$ cat src/rtl/mbs_pkg.sv
package mbs_pkg;

    typedef enum logic [2:0] {
        OP_READ   = 3'd0,
        OP_WRITE  = 3'd1,
        OP_RMW    = 3'd2,
        OP_RAW    = 3'd3,
        OP_BLK_RD = 3'd4,
        OP_BLK_WR = 3'd5
    } op_e;

    typedef enum logic [2:0] {
        SQ_IDLE,
        SQ_ADDR,
        SQ_RBEAT,
        SQ_WBEAT,
        SQ_TURN
    } seq_e;

    typedef struct packed {
        logic drive;
        logic ale;
        logic rd;
        logic wr;
    } busctl_t;

    function automatic logic op_known(input logic [2:0] code);
        return code <= 3'd5;
    endfunction

    function automatic logic op_is_block(input op_e o);
        return (o == OP_BLK_RD) || (o == OP_BLK_WR);
    endfunction

    function automatic logic op_reads_first(input op_e o);
        return (o == OP_READ) || (o == OP_RMW) || (o == OP_BLK_RD);
    endfunction

    function automatic logic rd_is_final(input op_e o, input logic last);
        return (o == OP_READ) || (o == OP_RAW) || ((o == OP_BLK_RD) && last);
    endfunction

    function automatic logic wr_is_final(input op_e o, input logic last);
        return (o == OP_WRITE) || (o == OP_RMW) || ((o == OP_BLK_WR) && last);
    endfunction

    function automatic busctl_t ctl_of(input seq_e s);
        busctl_t c;
        c = '0;
        case (s)
            SQ_ADDR:  begin c.drive = 1'b1; c.ale = 1'b1; end
            SQ_RBEAT: c.rd = 1'b1;
            SQ_WBEAT: begin c.drive = 1'b1; c.wr = 1'b1; end
            default:  c = '0;
        endcase
        return c;
    endfunction

endpackage

$ cat src/rtl/mbs_req_hold.sv
module mbs_req_hold
    import mbs_pkg::*;
#(
    parameter int W      = 16,
    parameter int BEAT_W = 4
) (
    input  logic              clk,
    input  logic              rst,
    input  logic              start,
    input  logic [2:0]        req_op,
    input  logic [W-1:0]      req_addr,
    input  logic [W-1:0]      req_wdata,
    input  logic [W-1:0]      req_mask,
    input  logic [BEAT_W-1:0] req_beats,
    input  logic              beat_ack,
    output op_e               op_q,
    output logic [W-1:0]      addr_q,
    output logic [W-1:0]      value_q,
    output logic [W-1:0]      mask_q,
    output logic              last_beat
);
    logic [BEAT_W-1:0] left_q;
    op_e               op_in;

    assign op_in     = op_e'(req_op);
    assign last_beat = (left_q == '0);

    always_ff @(posedge clk) begin
        if (rst) begin
            op_q    <= OP_READ;
            addr_q  <= '0;
            value_q <= '0;
            mask_q  <= '0;
            left_q  <= '0;
        end else if (start) begin
            op_q    <= op_in;
            addr_q  <= req_addr;
            value_q <= req_wdata;
            mask_q  <= req_mask;
            left_q  <= op_is_block(op_in) ? req_beats : '0;
        end else if (beat_ack && (left_q != '0)) begin
            left_q  <= left_q - 1'b1;
        end
    end
endmodule

$ cat src/rtl/mbs_datapath.sv
module mbs_datapath
    import mbs_pkg::*;
#(
    parameter int W = 16
) (
    input  logic         clk,
    input  logic         rst,
    input  logic         start,
    input  logic [W-1:0] req_wdata,
    input  op_e          op_q,
    input  logic [W-1:0] value_q,
    input  logic [W-1:0] mask_q,
    input  logic         rd_ack,
    input  logic [W-1:0] bus_ad_i,
    output logic [W-1:0] wword_q,
    output logic [W-1:0] rdata_q,
    output logic         rvalid_q,
    output logic         mismatch_q
);
    logic [W-1:0] merged;

    assign merged = (bus_ad_i & ~mask_q) | (value_q & mask_q);

    always_ff @(posedge clk) begin
        if (rst) begin
            wword_q    <= '0;
            rdata_q    <= '0;
            rvalid_q   <= 1'b0;
            mismatch_q <= 1'b0;
        end else begin
            rvalid_q <= rd_ack;
            if (rd_ack) begin
                rdata_q <= bus_ad_i;
            end
            if (start) begin
                wword_q    <= req_wdata;
                mismatch_q <= 1'b0;
            end else if (rd_ack && (op_q == OP_RMW)) begin
                wword_q <= merged;
            end else if (rd_ack && (op_q == OP_RAW)) begin
                mismatch_q <= (bus_ad_i != wword_q);
            end
        end
    end
endmodule

$ cat src/rtl/mbs_seq_fsm.sv
module mbs_seq_fsm
    import mbs_pkg::*;
(
    input  logic clk,
    input  logic rst,
    input  logic start,
    input  logic bus_ack,
    input  op_e  op_q,
    input  logic last_beat,
    output seq_e state_q,
    output logic rd_ack,
    output logic wr_ack,
    output logic fin_q
);
    seq_e nxt;
    logic fin;

    assign rd_ack = (state_q == SQ_RBEAT) && bus_ack;
    assign wr_ack = (state_q == SQ_WBEAT) && bus_ack;

    always_comb begin
        nxt = state_q;
        fin = 1'b0;
        case (state_q)
            SQ_IDLE: if (start) nxt = SQ_ADDR;
            SQ_ADDR: nxt = op_reads_first(op_q) ? SQ_RBEAT : SQ_WBEAT;
            SQ_RBEAT: begin
                if (bus_ack) begin
                    if (rd_is_final(op_q, last_beat)) begin
                        nxt = SQ_IDLE;
                        fin = 1'b1;
                    end else if (op_q == OP_RMW) begin
                        nxt = SQ_WBEAT;
                    end
                end
            end
            SQ_WBEAT: begin
                if (bus_ack) begin
                    if (wr_is_final(op_q, last_beat)) begin
                        nxt = SQ_IDLE;
                        fin = 1'b1;
                    end else if (op_q == OP_RAW) begin
                        nxt = SQ_TURN;
                    end
                end
            end
            SQ_TURN: nxt = SQ_RBEAT;
            default: nxt = SQ_IDLE;
        endcase
    end

    always_ff @(posedge clk) begin
        if (rst) begin
            state_q <= SQ_IDLE;
            fin_q   <= 1'b0;
        end else begin
            state_q <= nxt;
            fin_q   <= fin;
        end
    end
endmodule

$ cat src/rtl/mux_bus_seq.sv
module mux_bus_seq
    import mbs_pkg::*;
#(
    parameter int W      = 16,
    parameter int BEAT_W = 4
) (
    input  logic              clk,
    input  logic              rst,
    input  logic              req_valid,
    output logic              req_ready,
    input  logic [2:0]        req_op,
    input  logic [W-1:0]      req_addr,
    input  logic [W-1:0]      req_wdata,
    input  logic [W-1:0]      req_mask,
    input  logic [BEAT_W-1:0] req_beats,
    output logic              rsp_done,
    output logic              rsp_rvalid,
    output logic [W-1:0]      rsp_rdata,
    output logic              rsp_mismatch,
    output logic [W-1:0]      bus_ad_o,
    output logic              bus_ad_oe,
    input  logic [W-1:0]      bus_ad_i,
    output logic              bus_ale,
    output logic              bus_rd,
    output logic              bus_wr,
    input  logic              bus_ack
);
    seq_e         state_q;
    busctl_t      ctl;
    op_e          op_q;
    logic [W-1:0] addr_q, value_q, mask_q, wword_q;
    logic         last_beat, rd_ack, wr_ack, start;

    assign req_ready = (state_q == SQ_IDLE);
    assign start     = req_valid && req_ready && op_known(req_op);

    mbs_req_hold #(.W(W), .BEAT_W(BEAT_W)) hold_i (
        .clk(clk), .rst(rst), .start(start),
        .req_op(req_op), .req_addr(req_addr), .req_wdata(req_wdata),
        .req_mask(req_mask), .req_beats(req_beats),
        .beat_ack(rd_ack || wr_ack),
        .op_q(op_q), .addr_q(addr_q), .value_q(value_q), .mask_q(mask_q),
        .last_beat(last_beat)
    );

    mbs_seq_fsm fsm_i (
        .clk(clk), .rst(rst), .start(start), .bus_ack(bus_ack),
        .op_q(op_q), .last_beat(last_beat),
        .state_q(state_q), .rd_ack(rd_ack), .wr_ack(wr_ack), .fin_q(rsp_done)
    );

    mbs_datapath #(.W(W)) dp_i (
        .clk(clk), .rst(rst), .start(start), .req_wdata(req_wdata),
        .op_q(op_q), .value_q(value_q), .mask_q(mask_q),
        .rd_ack(rd_ack), .bus_ad_i(bus_ad_i),
        .wword_q(wword_q), .rdata_q(rsp_rdata), .rvalid_q(rsp_rvalid),
        .mismatch_q(rsp_mismatch)
    );

    assign ctl       = ctl_of(state_q);
    assign bus_ale   = ctl.ale;
    assign bus_rd    = ctl.rd;
    assign bus_wr    = ctl.wr;
    assign bus_ad_oe = ctl.drive;
    assign bus_ad_o  = ctl.ale ? addr_q : (ctl.drive ? wword_q : '0);
endmodule

$ cat config.mk
export PLATFORM = sky130hd
export DESIGN_NAME = mux_bus_seq
export DESIGN_NICKNAME = d
export VERILOG_FILES = /design/src/rtl/mbs_pkg.sv /design/src/rtl/mbs_req_hold.sv /design/src/rtl/mbs_datapath.sv /design/src/rtl/mbs_seq_fsm.sv /design/src/rtl/mux_bus_seq.sv
export SDC_FILE = /design/constraint.sdc
export NUM_CORES = 1
export LEC_CHECK = 0
export BUFFER_PORTS_ARGS = -buffer_cell sky130_fd_sc_hd__buf_2
export CAP_MARGIN = 30
export CORE_UTILIZATION = 45
export DETAILED_ROUTE_END_ITERATION = 8
export GPL_ROUTABILITY_DRIVEN = 0
export PLACE_DENSITY = 0.74
export SETUP_SLACK_MARGIN = 0.5
export SYNTH_ARGS = -nofsm -noshare
export SYNTH_HDL_FRONTEND = slang
export SYNTH_SLANG_ARGS = --single-unit
$ cat constraint.sdc
create_clock -name clk -period 5.6 [get_ports clk]
set_clock_uncertainty 0.15 [all_clocks]
set_input_delay 0.28 -clock clk [delete_from_list [all_inputs] [get_ports clk]]
set_output_delay 0.28 -clock clk [all_outputs]
set_load 0.02 [all_outputs]
Yosys cells after proc, flatten, opt, wreduce, memory -nomap -nowiden
Index checks and enable logic that the tools add are counted.
- flip-flop bits (word level): 93
- input port bits: 75
- output and inout bits: 40
- logic and storage cells: 87
- add/subtract/negate cells: 1
- order comparisons: 1
- equal/unequal tests: 17
- muxes and demuxes: 25
- bitwise operators: 5
- reduce and logical (&&, ||, !) cells: 27
- operators by type and width (operator ; number):
    $mux 16 ; 4
    $and 16x16->16 ; 2
    $mux 3 ; 7
    $ne 16x16->1 ; 1
    $not 16->16 ; 1
    $or 16x16->16 ; 1
    $eq 3x3->1 const B ; 5
    $pmux 3 s5 ; 1
    $eq 3x2->1 const B ; 4
    $mux 4 ; 3
    $logic_and 1x1->1 ; 9
    $mux 1 ; 9
    $logic_or 1x1->1 ; 8
    $eq 3x1->1 const B ; 2
    $logic_not 3->1 ; 2
    $ne 3x2->1 const B ; 2
    $reduce_and 5->1 ; 1
    $logic_not 4->1 ; 1
    $ne 2x2->1 const B ; 2
    $reduce_bool 2->1 ; 2
    $reduce_bool 4->1 ; 1
    $reduce_or 2->1 ; 2
    $sub 4x1->4 const B ; 1
    $le 3x3->1 const B ; 1
    4 further kinds ; 4

Logic depth before layout (Yosys ltp)
Gate-level depths: netlist of run 1.
- depth after elaboration: 6
- mapped depth: 8

Cells and area by module
A second synthesis of run 1 with hierarchy kept.
- cells, all modules: 465
- area, all modules: 4383.0 um^2
- by module, submodules not included (module ; instances ; cells each ; area an instance (um^2) ; seq. area each (um^2)):
    mbs_req_hold ; 1 ; 196 ; 2035.7 ; 1101.1
    mbs_datapath ; 1 ; 185 ; 1712.9 ; 680.7
    mux_bus_seq ; 1 ; 46 ; 349.1 ; 0.0
    mbs_seq_fsm ; 1 ; 38 ; 285.3 ; 80.1

Worst setup path before layout of run 1
Ideal clock, no wire load.
- kind: reg2out
- start point: register fsm_i.state_q[1]
- end point: output bus_ad_o[10]
- arrival: 1.752 ns
- required time: 5.170 ns
- slack: 3.418 ns
- stages on the path, launching flop included: 5
- cell sequence: dfxtp_1 buf_2 nor3_1 clkbuf_1 a22o_1
- RTL lines (element ; line ; RTL):
    start: declaration ; mbs_seq_fsm.sv:10 ; output seq_e state_q,
    start signal: assignment ; mbs_seq_fsm.sv:57 ; state_q <= nxt;
    $eq 3x1->1 ; mbs_pkg.sv:50 ; case (s)
    $mux 1 ; mbs_pkg.sv:50 ;
    net bus_ale ; mux_bus_seq.sv:23 ; output logic bus_ale,
    $mux 16 ; mux_bus_seq.sv:65 ; assign bus_ad_o = ctl.ale ? addr_q : (ctl.drive ? wword_q : '0);
    end: declaration ; mux_bus_seq.sv:20 ; output logic [W-1:0] bus_ad_o,
The timed path passes the listed nets, and every way through them passes these cells.

Worst setup path in the final report of run 1
- start point: register fsm_i.state_q[1]
- end point: register dp_i.wword_q[6]
- word-level cells in the longest chain between the ends: 4
- RTL lines (element ; line ; RTL):
    $eq 3x2->1 or $logic_not 3->1 (tied branches) ; mbs_seq_fsm.sv:18, mux_bus_seq.sv:34 ;
    $logic_and 1x1->1 (on tied branches) ; mbs_seq_fsm.sv:18, mux_bus_seq.sv:35 ;
    $logic_and 1x1->1 (on tied branches) ; mbs_datapath.sv:38, mux_bus_seq.sv:35 ;
    $reduce_bool 2->1 (no line) or $mux 16 (tied branches) ; - ;
    end signal: assignment ; mbs_datapath.sv:36 ; wword_q <= req_wdata;
    end signal: assignment ; mbs_datapath.sv:39 ; wword_q <= merged;
    end: declaration ; mbs_datapath.sv:15 ; output logic [W-1:0] wword_q,
Several ways; a longest one is shown, not always the timed one.
A chain may end at the register's enable or synchronous reset.

==> summary.txt, run 1 <==
Synth Warn # -> 0
DRC viols -> 2
TNS Setup -> 0 ns
FMAX -> 0.346 GHz
Die Ht -> 98.4 um
width of the die -> 98.4 um
Port-buffer cells -> 114
GR Overflow Total -> 0
clock latency on the worst-skew pair -> 0.36 ns
Inserted Diodes -> 0
Seq/Total Area, Yosys -> 44.5%
post-CTS setup repair buffer count -> 0
RSZ-0062 raised after global routing -> false
slowest CP cell -> or3_1
clk buf depth -> 2
hold-fix buffers at CTS -> 16
failing checks -> DRC
CP Launch Type -> flip-flop
Net Sw Power -> 0.000750 W
endpoints failing setup -> 0
top_reg_cell synth -> dfxtp_1
GRT Util Overall -> 23.5%
Max Fanout on Critical Path -> 19
post-route minimum period -> 2.89 ns
CP endpoint kind -> flip-flop
Int Pwr -> 0.00123 W
Avg Cell Area, Syn -> 8.23 sq um
synthesized area -> 4180 sq um
CP top delay family -> simple AND/OR/NAND/NOR gates
Clk pwr share -> 23.0%
leakage -> 2.21 nW
Detailed Routing Iterations Pass 1 -> 9
first-pass GRT wire length -> 17.9 mm
P per Cell Area -> 387 nW/um^2
cts repair resizes -> 0
num ports -> 115
Sequential Power Share -> 43.4%
Post-synth EDFFs -> 0
Core Region -> 8850 sq um
ys async rst share -> 0%
status -> complete, but fails checks
top cell type's share of synthesized area -> 44.5%
worst path required time -> 5.66 ns
Starting Density -> 47.2%
Fill cells -> 847
top cells by area, synth -> dfxtp_1 (45%), nand2_1 (14%), a21oi_1 (8.6%)
via count -> 4,023
Vias/cell -> 5.50
root buffer cell -> clkbuf_8
post-route setup slack -> 2.71 ns
dpl ws -> 2.71 ns
clk sinks -> 93
Comb pwr share -> 33.6%
1st-iter DRT viols -> 264
Design Power -> 0.00198 W
initial antenna violation count -> 0
largest net degree at the start of global routing -> 80
max cap viols -> 0
worst hold path class -> in2reg
vias in the first global route -> 3,684
Synth cell types -> 44
final wirelength -> 11.3 mm
Worst VDD drop -> 0.000161 V
fin crit share -> 51.6%
Post-DP HPWL -> 7.81 mm
Buf/Inv on CP -> 0
Multi-input gate area -> 2110 sq um
fraction of layout cells with a size suffix above 1 -> 24.7%
Final Core Density -> 57.8%
Synth Instances -> 508
leading area contributor after synthesis -> dfxtp_1
Hold Vio Cnt, Final -> 0
crit-path cells -> nand4bb_1 > or3_1 > mux2i_1 > o22ai_1
Pins Over Slew Limit -> 0
Cell Rows -> 34
Post-DRT Antenna Nets -> 0
Worst Tran Pin Value -> 0.961 ns
Slew HR -> 36.0%
layout overhead on the synthesized area -> 22.4%
DR WL/cell -> 15.4 um
flops & latches, synth -> 93
Final #Nets -> 694
CTS clk-pin slew, worst paths -> 0.10 ns
switching share of power -> 37.9%
CTS tree -> done
Seq. cell area -> 1860 sq um
die area -> 9680 sq um
CP Class -> reg2reg
Net Count, Synth -> 584
CP arrival -> 2.95 ns
H-tree levels -> 3
Worst path max stage delay -> 1.00 ns
Num CTS Buffers -> 9
[per-stage QoR]
stage / hold WS [ns] / std cells / instance area, sq um
2_1_floorplan: 0.266 / 508 / 4180
3_3_place_gp: 0.288 / 698 / 4750
3_5_place_dp: 0.293 / 699 / 4760
4_1_cts: 0.00136 / 731 / 5120
5_1_grt: 0.00657 / 731 / 5120
6_report: 0.00913 / 731 / 5120
[power groups by stage]
stage               Combinational (W)  Sequential [W]  Clock, W
global placement             0.000622        0.000864         0
global route                 0.000732        0.000873  0.000492
CTS                          0.000661        0.000857  0.000461
floorplan                    0.000481        0.000850         0
detailed placement           0.000646        0.000873         0
finish                       0.000666        0.000859  0.000455
[metal layers]
metal | up-vias | part of all wire (%) | global-route usage [%] | routed length, um
met2 | 168 | 45 | 37.3 | 5030
li1 | 1967 | - | - | -
met1 | 1866 | 46 | 32.0 | 5200
met3 | 22 | 7.0 | 3.87 | 793
met5 | - | 0 | 0 | 0
met4 | 0 | 2.3 | 8.84 | 259
[logic make-up (layout without fill, tap and decap cells)]
logic type / after synthesis / count (layout) / share of synthesized area [%]
AOI/OAI and AO/OA: 130 / 130 / 19.3
xor gates and xnor gates: 16 / 16 / 3.35
adders and majority gates: 1 / 1 / 0.299
buffers and inverters: 47 / 162 / 5.12
DFF: 93 / 93 / 44.5
muxes: 32 / 32 / 8.14
and+or+nand+nor: 189 / 189 / 19.2
[state kept, by name, indices dropped and copies added (netlist names)]
| name | cells |
|---|---|
| dp_i.rdata_q | 16 |
| dp_i.wword_q | 16 |
| hold_i.addr_q | 16 |
| hold_i.mask_q | 16 |
| hold_i.value_q | 16 |
| hold_i.left_q | 4 |
| fsm_i.state_q | 3 |
| hold_i.op_q | 3 |
| dp_i.mismatch_q | 1 |
| dp_i.rvalid_q | 1 |
| fsm_i.fin_q | 1 |
[worst paths after layout]
kind | startpoint | endpoint | slack, ns | depth (start not counted)
worst max register to register | fsm_i.state_q[1]$_SDFFE_PP0P_ | dp_i.wword_q[6]$_SDFFE_PP0P_ | 2.71 | 4
worst max-delay path | fsm_i.state_q[1]$_SDFFE_PP0P_ | dp_i.wword_q[6]$_SDFFE_PP0P_ | 2.71 | 4
worst min register to register | dp_i.rdata_q[4]$_SDFFE_PP0N_ | dp_i.rdata_q[4]$_SDFFE_PP0N_ | 0.30 | 2
worst min-delay path | req_addr[11] | hold_i.addr_q[11]$_SDFFE_PP0P_ | 0.009 | 3
[synthesized netlist by cell type, types with 2 or more instances]
cell type	number
a211oi_1	5
nand4_1	6
dfxtp_1	93
o221ai_1	3
buf_1	4
o22ai_1	19
buf_6	3
inv_1	10
clkbuf_1	16
nand3b_1	2
a21oi_1	72
a22o_1	18
nand2b_1	2
a221oi_1	3
xnor2_1	16
nand2_1	151
nor2_1	8
or3_1	2
and3_1	4
nor3_1	3
mux2_2	16
a31oi_1	2
nor2b_1	2
mux2i_1	16
buf_2	12
a21o_1	2
[layout by cell type (no fill, tap or decap), types with 2 or more instances in the layout]
master	instances
a211oi_1	5
a21o_1	2
a21oi_1	72
a221oi_1	3
a22o_1	18
a31oi_1	2
and3_1	4
buf_2	114
buf_4	3
clkbuf_8	9
clkinvlp_4	3
dfxtp_1	93
dlygate4sd3_1	16
inv_1	10
inv_6	2
mux2_2	16
mux2i_1	16
nand2_1	150
nand2b_1	2
nand3b_1	2
nand4_1	6
nor2_1	8
nor2b_1	2
nor3_1	2
o221ai_1	3
o22ai_1	19
or3_1	2
xnor2_1	16
[final cells by class]
class	count	area share (%)
Multi-Input combinational cell	368	41.3
Tap cell	108	2.64
Timing Repair Buffer	134	14.9
Clock inverter	6	1.37
Sequential cell	93	36.4
Clock buffer	10	2.49
Inverter	12	0.880
[worst min-delay path, delay by kind of cell]
| kind | cells | cell delay (ns) |
|---|---|---|
| compound gates | 1 | 0.06 |
| buf+inv | 1 | 0.09 |
| simple gates | 1 | 0.05 |
Note: power is estimated with default switching activity, not from simulation.
==> run 2, diff against run 1 <==
==> constraint.sdc (replaced) <==
create_clock -name clk -period 2.8 [get_ports clk]
set_clock_uncertainty 0.15 [all_clocks]
set_input_delay 0.14 -clock clk [delete_from_list [all_inputs] [get_ports clk]]
set_output_delay 0.14 -clock clk [all_outputs]
set_load 0.02 [all_outputs]
==> run 2 against run 1 <==
Effect of this change: the run still ends with DRC left; sequential share of layout area down 3.6 points; critical path type is now reg2out; highest routed layer unchanged; register-to-register slack worse by 2.0 ns; design area up 11%; largest cell class unchanged; sequential power up 100%; critical endpoint is now bus_ad_o[8]; hold slack better by 0.019 ns; critical path depth up 1; sequential cell count unchanged.
==> summary.txt, run 2 (synthesized netlist as in run 1, its figures left out) <==
worst hold path class -> in2reg
Port-buffer cells -> 114
TNS Setup -> 0 ns
commonest non-fill, non-tap cell in the layout -> nand2_1
failing checks -> DRC
fraction of layout cells with a size suffix above 1 -> 23.9%
num ports -> 115
Core Region -> 8850 sq um
max cap viols -> 0
GRT Util Overall -> 26.2%
Int Pwr -> 0.00252 W
CP Launch Type -> flip-flop
H-tree levels -> 3
switching share of power -> 37.9%
post-place instance area -> 4780 sq um
Pins Over Slew Limit -> 0
Sequential Power Share -> 42.4%
Post-DP HPWL -> 7.97 mm
Post-DRT Antenna Nets -> 0
worst path required time -> 2.51 ns
Comb pwr share -> 35.2%
leakage -> 2.46 nW
post-route setup slack -> 0.656 ns
post-route minimum period -> 2.14 ns
Max Fanout on Critical Path -> 18
1st-iter DRT viols -> 280
Hold Vio Cnt, Final -> 0
die area -> 9680 sq um
clk sinks -> 93
fin crit share -> 76.6%
CP Class -> reg2out
most frequent cells in the layout -> nand2_1 (150), buf_2 (114), dfxtp_1 (92)
Inserted Diodes -> 0
status -> complete, but fails checks
final wirelength -> 12.5 mm
worst hold slack -> 0.0283 ns
Net Sw Power -> 0.00154 W
vias in the first global route -> 4,145
Detailed Routing Iterations Pass 1 -> 7
final instance area -> 5680 sq um
CTS tree -> done
largest net degree at the start of global routing -> 79
Worst VDD drop -> 0.000329 V
width of the die -> 98.4 um
DR WL/cell -> 15.9 um
DRC viols -> 7
CTS clk-pin slew, worst paths -> 0.09 ns
via count -> 4,332
Clk pwr share -> 22.4%
Slew HR -> 45.9%
clock latency on the worst-skew pair -> 0.36 ns
Final Core Density -> 64.2%
Die Ht -> 98.4 um
root buffer cell -> clkbuf_8
RSZ-0062 raised after global routing -> false
initial antenna violation count -> 0
CP endpoint kind -> output pin
Num CTS Buffers -> 9
Cell Rows -> 34
dpl ws -> 0.566 ns
endpoints failing setup -> 0
Final #Nets -> 750
Fill cells -> 740
first-pass GRT wire length -> 19.9 mm
clk buf depth -> 2
layout overhead on the synthesized area -> 35.9%
Vias/cell -> 5.50
GR Overflow Total -> 0
CP arrival -> 1.85 ns
P per Cell Area -> 714 nW/um^2
Worst Tran Pin Value -> 0.811 ns
FMAX -> 0.466 GHz
Starting Density -> 47.2%
[run 2: critical path: stages (launching register included)]
cell	delay (ns)
dfxtp_1	0.55
inv_1	0.17
nor3_2	0.14
buf_4	0.27
a22o_1	0.19
buf_2	0.17
[run 2: stage by stage]
step / power [W] / cells
finish: 0.00406 / 787
detailed placement: 0.00305 / 702
global route: 0.00429 / 787
floorplan: 0.00266 / 508
CTS: 0.00403 / 787
global placement: 0.00301 / 702
[run 2: cell type report]
class	count	area [sq um]	share of cell area [%]
Multi-Input combinational cell	368	2120	37.3
Sequential cell	93	1860	32.8
Timing Repair Buffer	190	1320	23.2
Tap cell	108	135	2.38
Clock buffer	9	124	2.18
Clock inverter	7	73.8	1.30
Inverter	12	47.5	0.837
[run 2: metal layers]
layer  wire [um]  GRT usage [%]  vias up
met1        5530           35.1     2024
met2        5770           41.0      186
met4         403           13.0        0
li1            -              -     2085
met3         776           4.15       37
met5           0              0        -
[run 2: path summary, 6_finish.rpt]
kind / slack (ns) / from / end / cells past startpoint
max reg2reg: 0.67 / fsm_i.state_q[2]$_SDFFE_PP0P_ / dp_i.wword_q[0]$_SDFFE_PP0P_ / 5
max: 0.66 / fsm_i.state_q[0]$_SDFFE_PP0P_ / bus_ad_o[8] / 5
min reg2reg: 0.30 / dp_i.rdata_q[0]$_SDFFE_PP0N_ / dp_i.rdata_q[0]$_SDFFE_PP0N_ / 2
min: 0.03 / req_op[2] / hold_i.op_q[1]$_SDFFE_PP0P_ / 4
[run 2: repair_timing]
item,CTS,global route
setup buffers,0,0
hold endpoints to repair,84,0
pin swaps,0,0
gates resized for setup,1,6
hold buffers,69,0
endpoints found under the setup margin,16,64
[run 2: power by group through the flow]
stage	Clock [W]	Sequential, W	Combinational, W
floorplan	0	0.00170	0.000961
global placement	0	0.00173	0.00128
detailed placement	0	0.00174	0.00131
CTS	0.000923	0.00171	0.00139
global route	0.000986	0.00175	0.00155
finish	0.000910	0.00172	0.00143
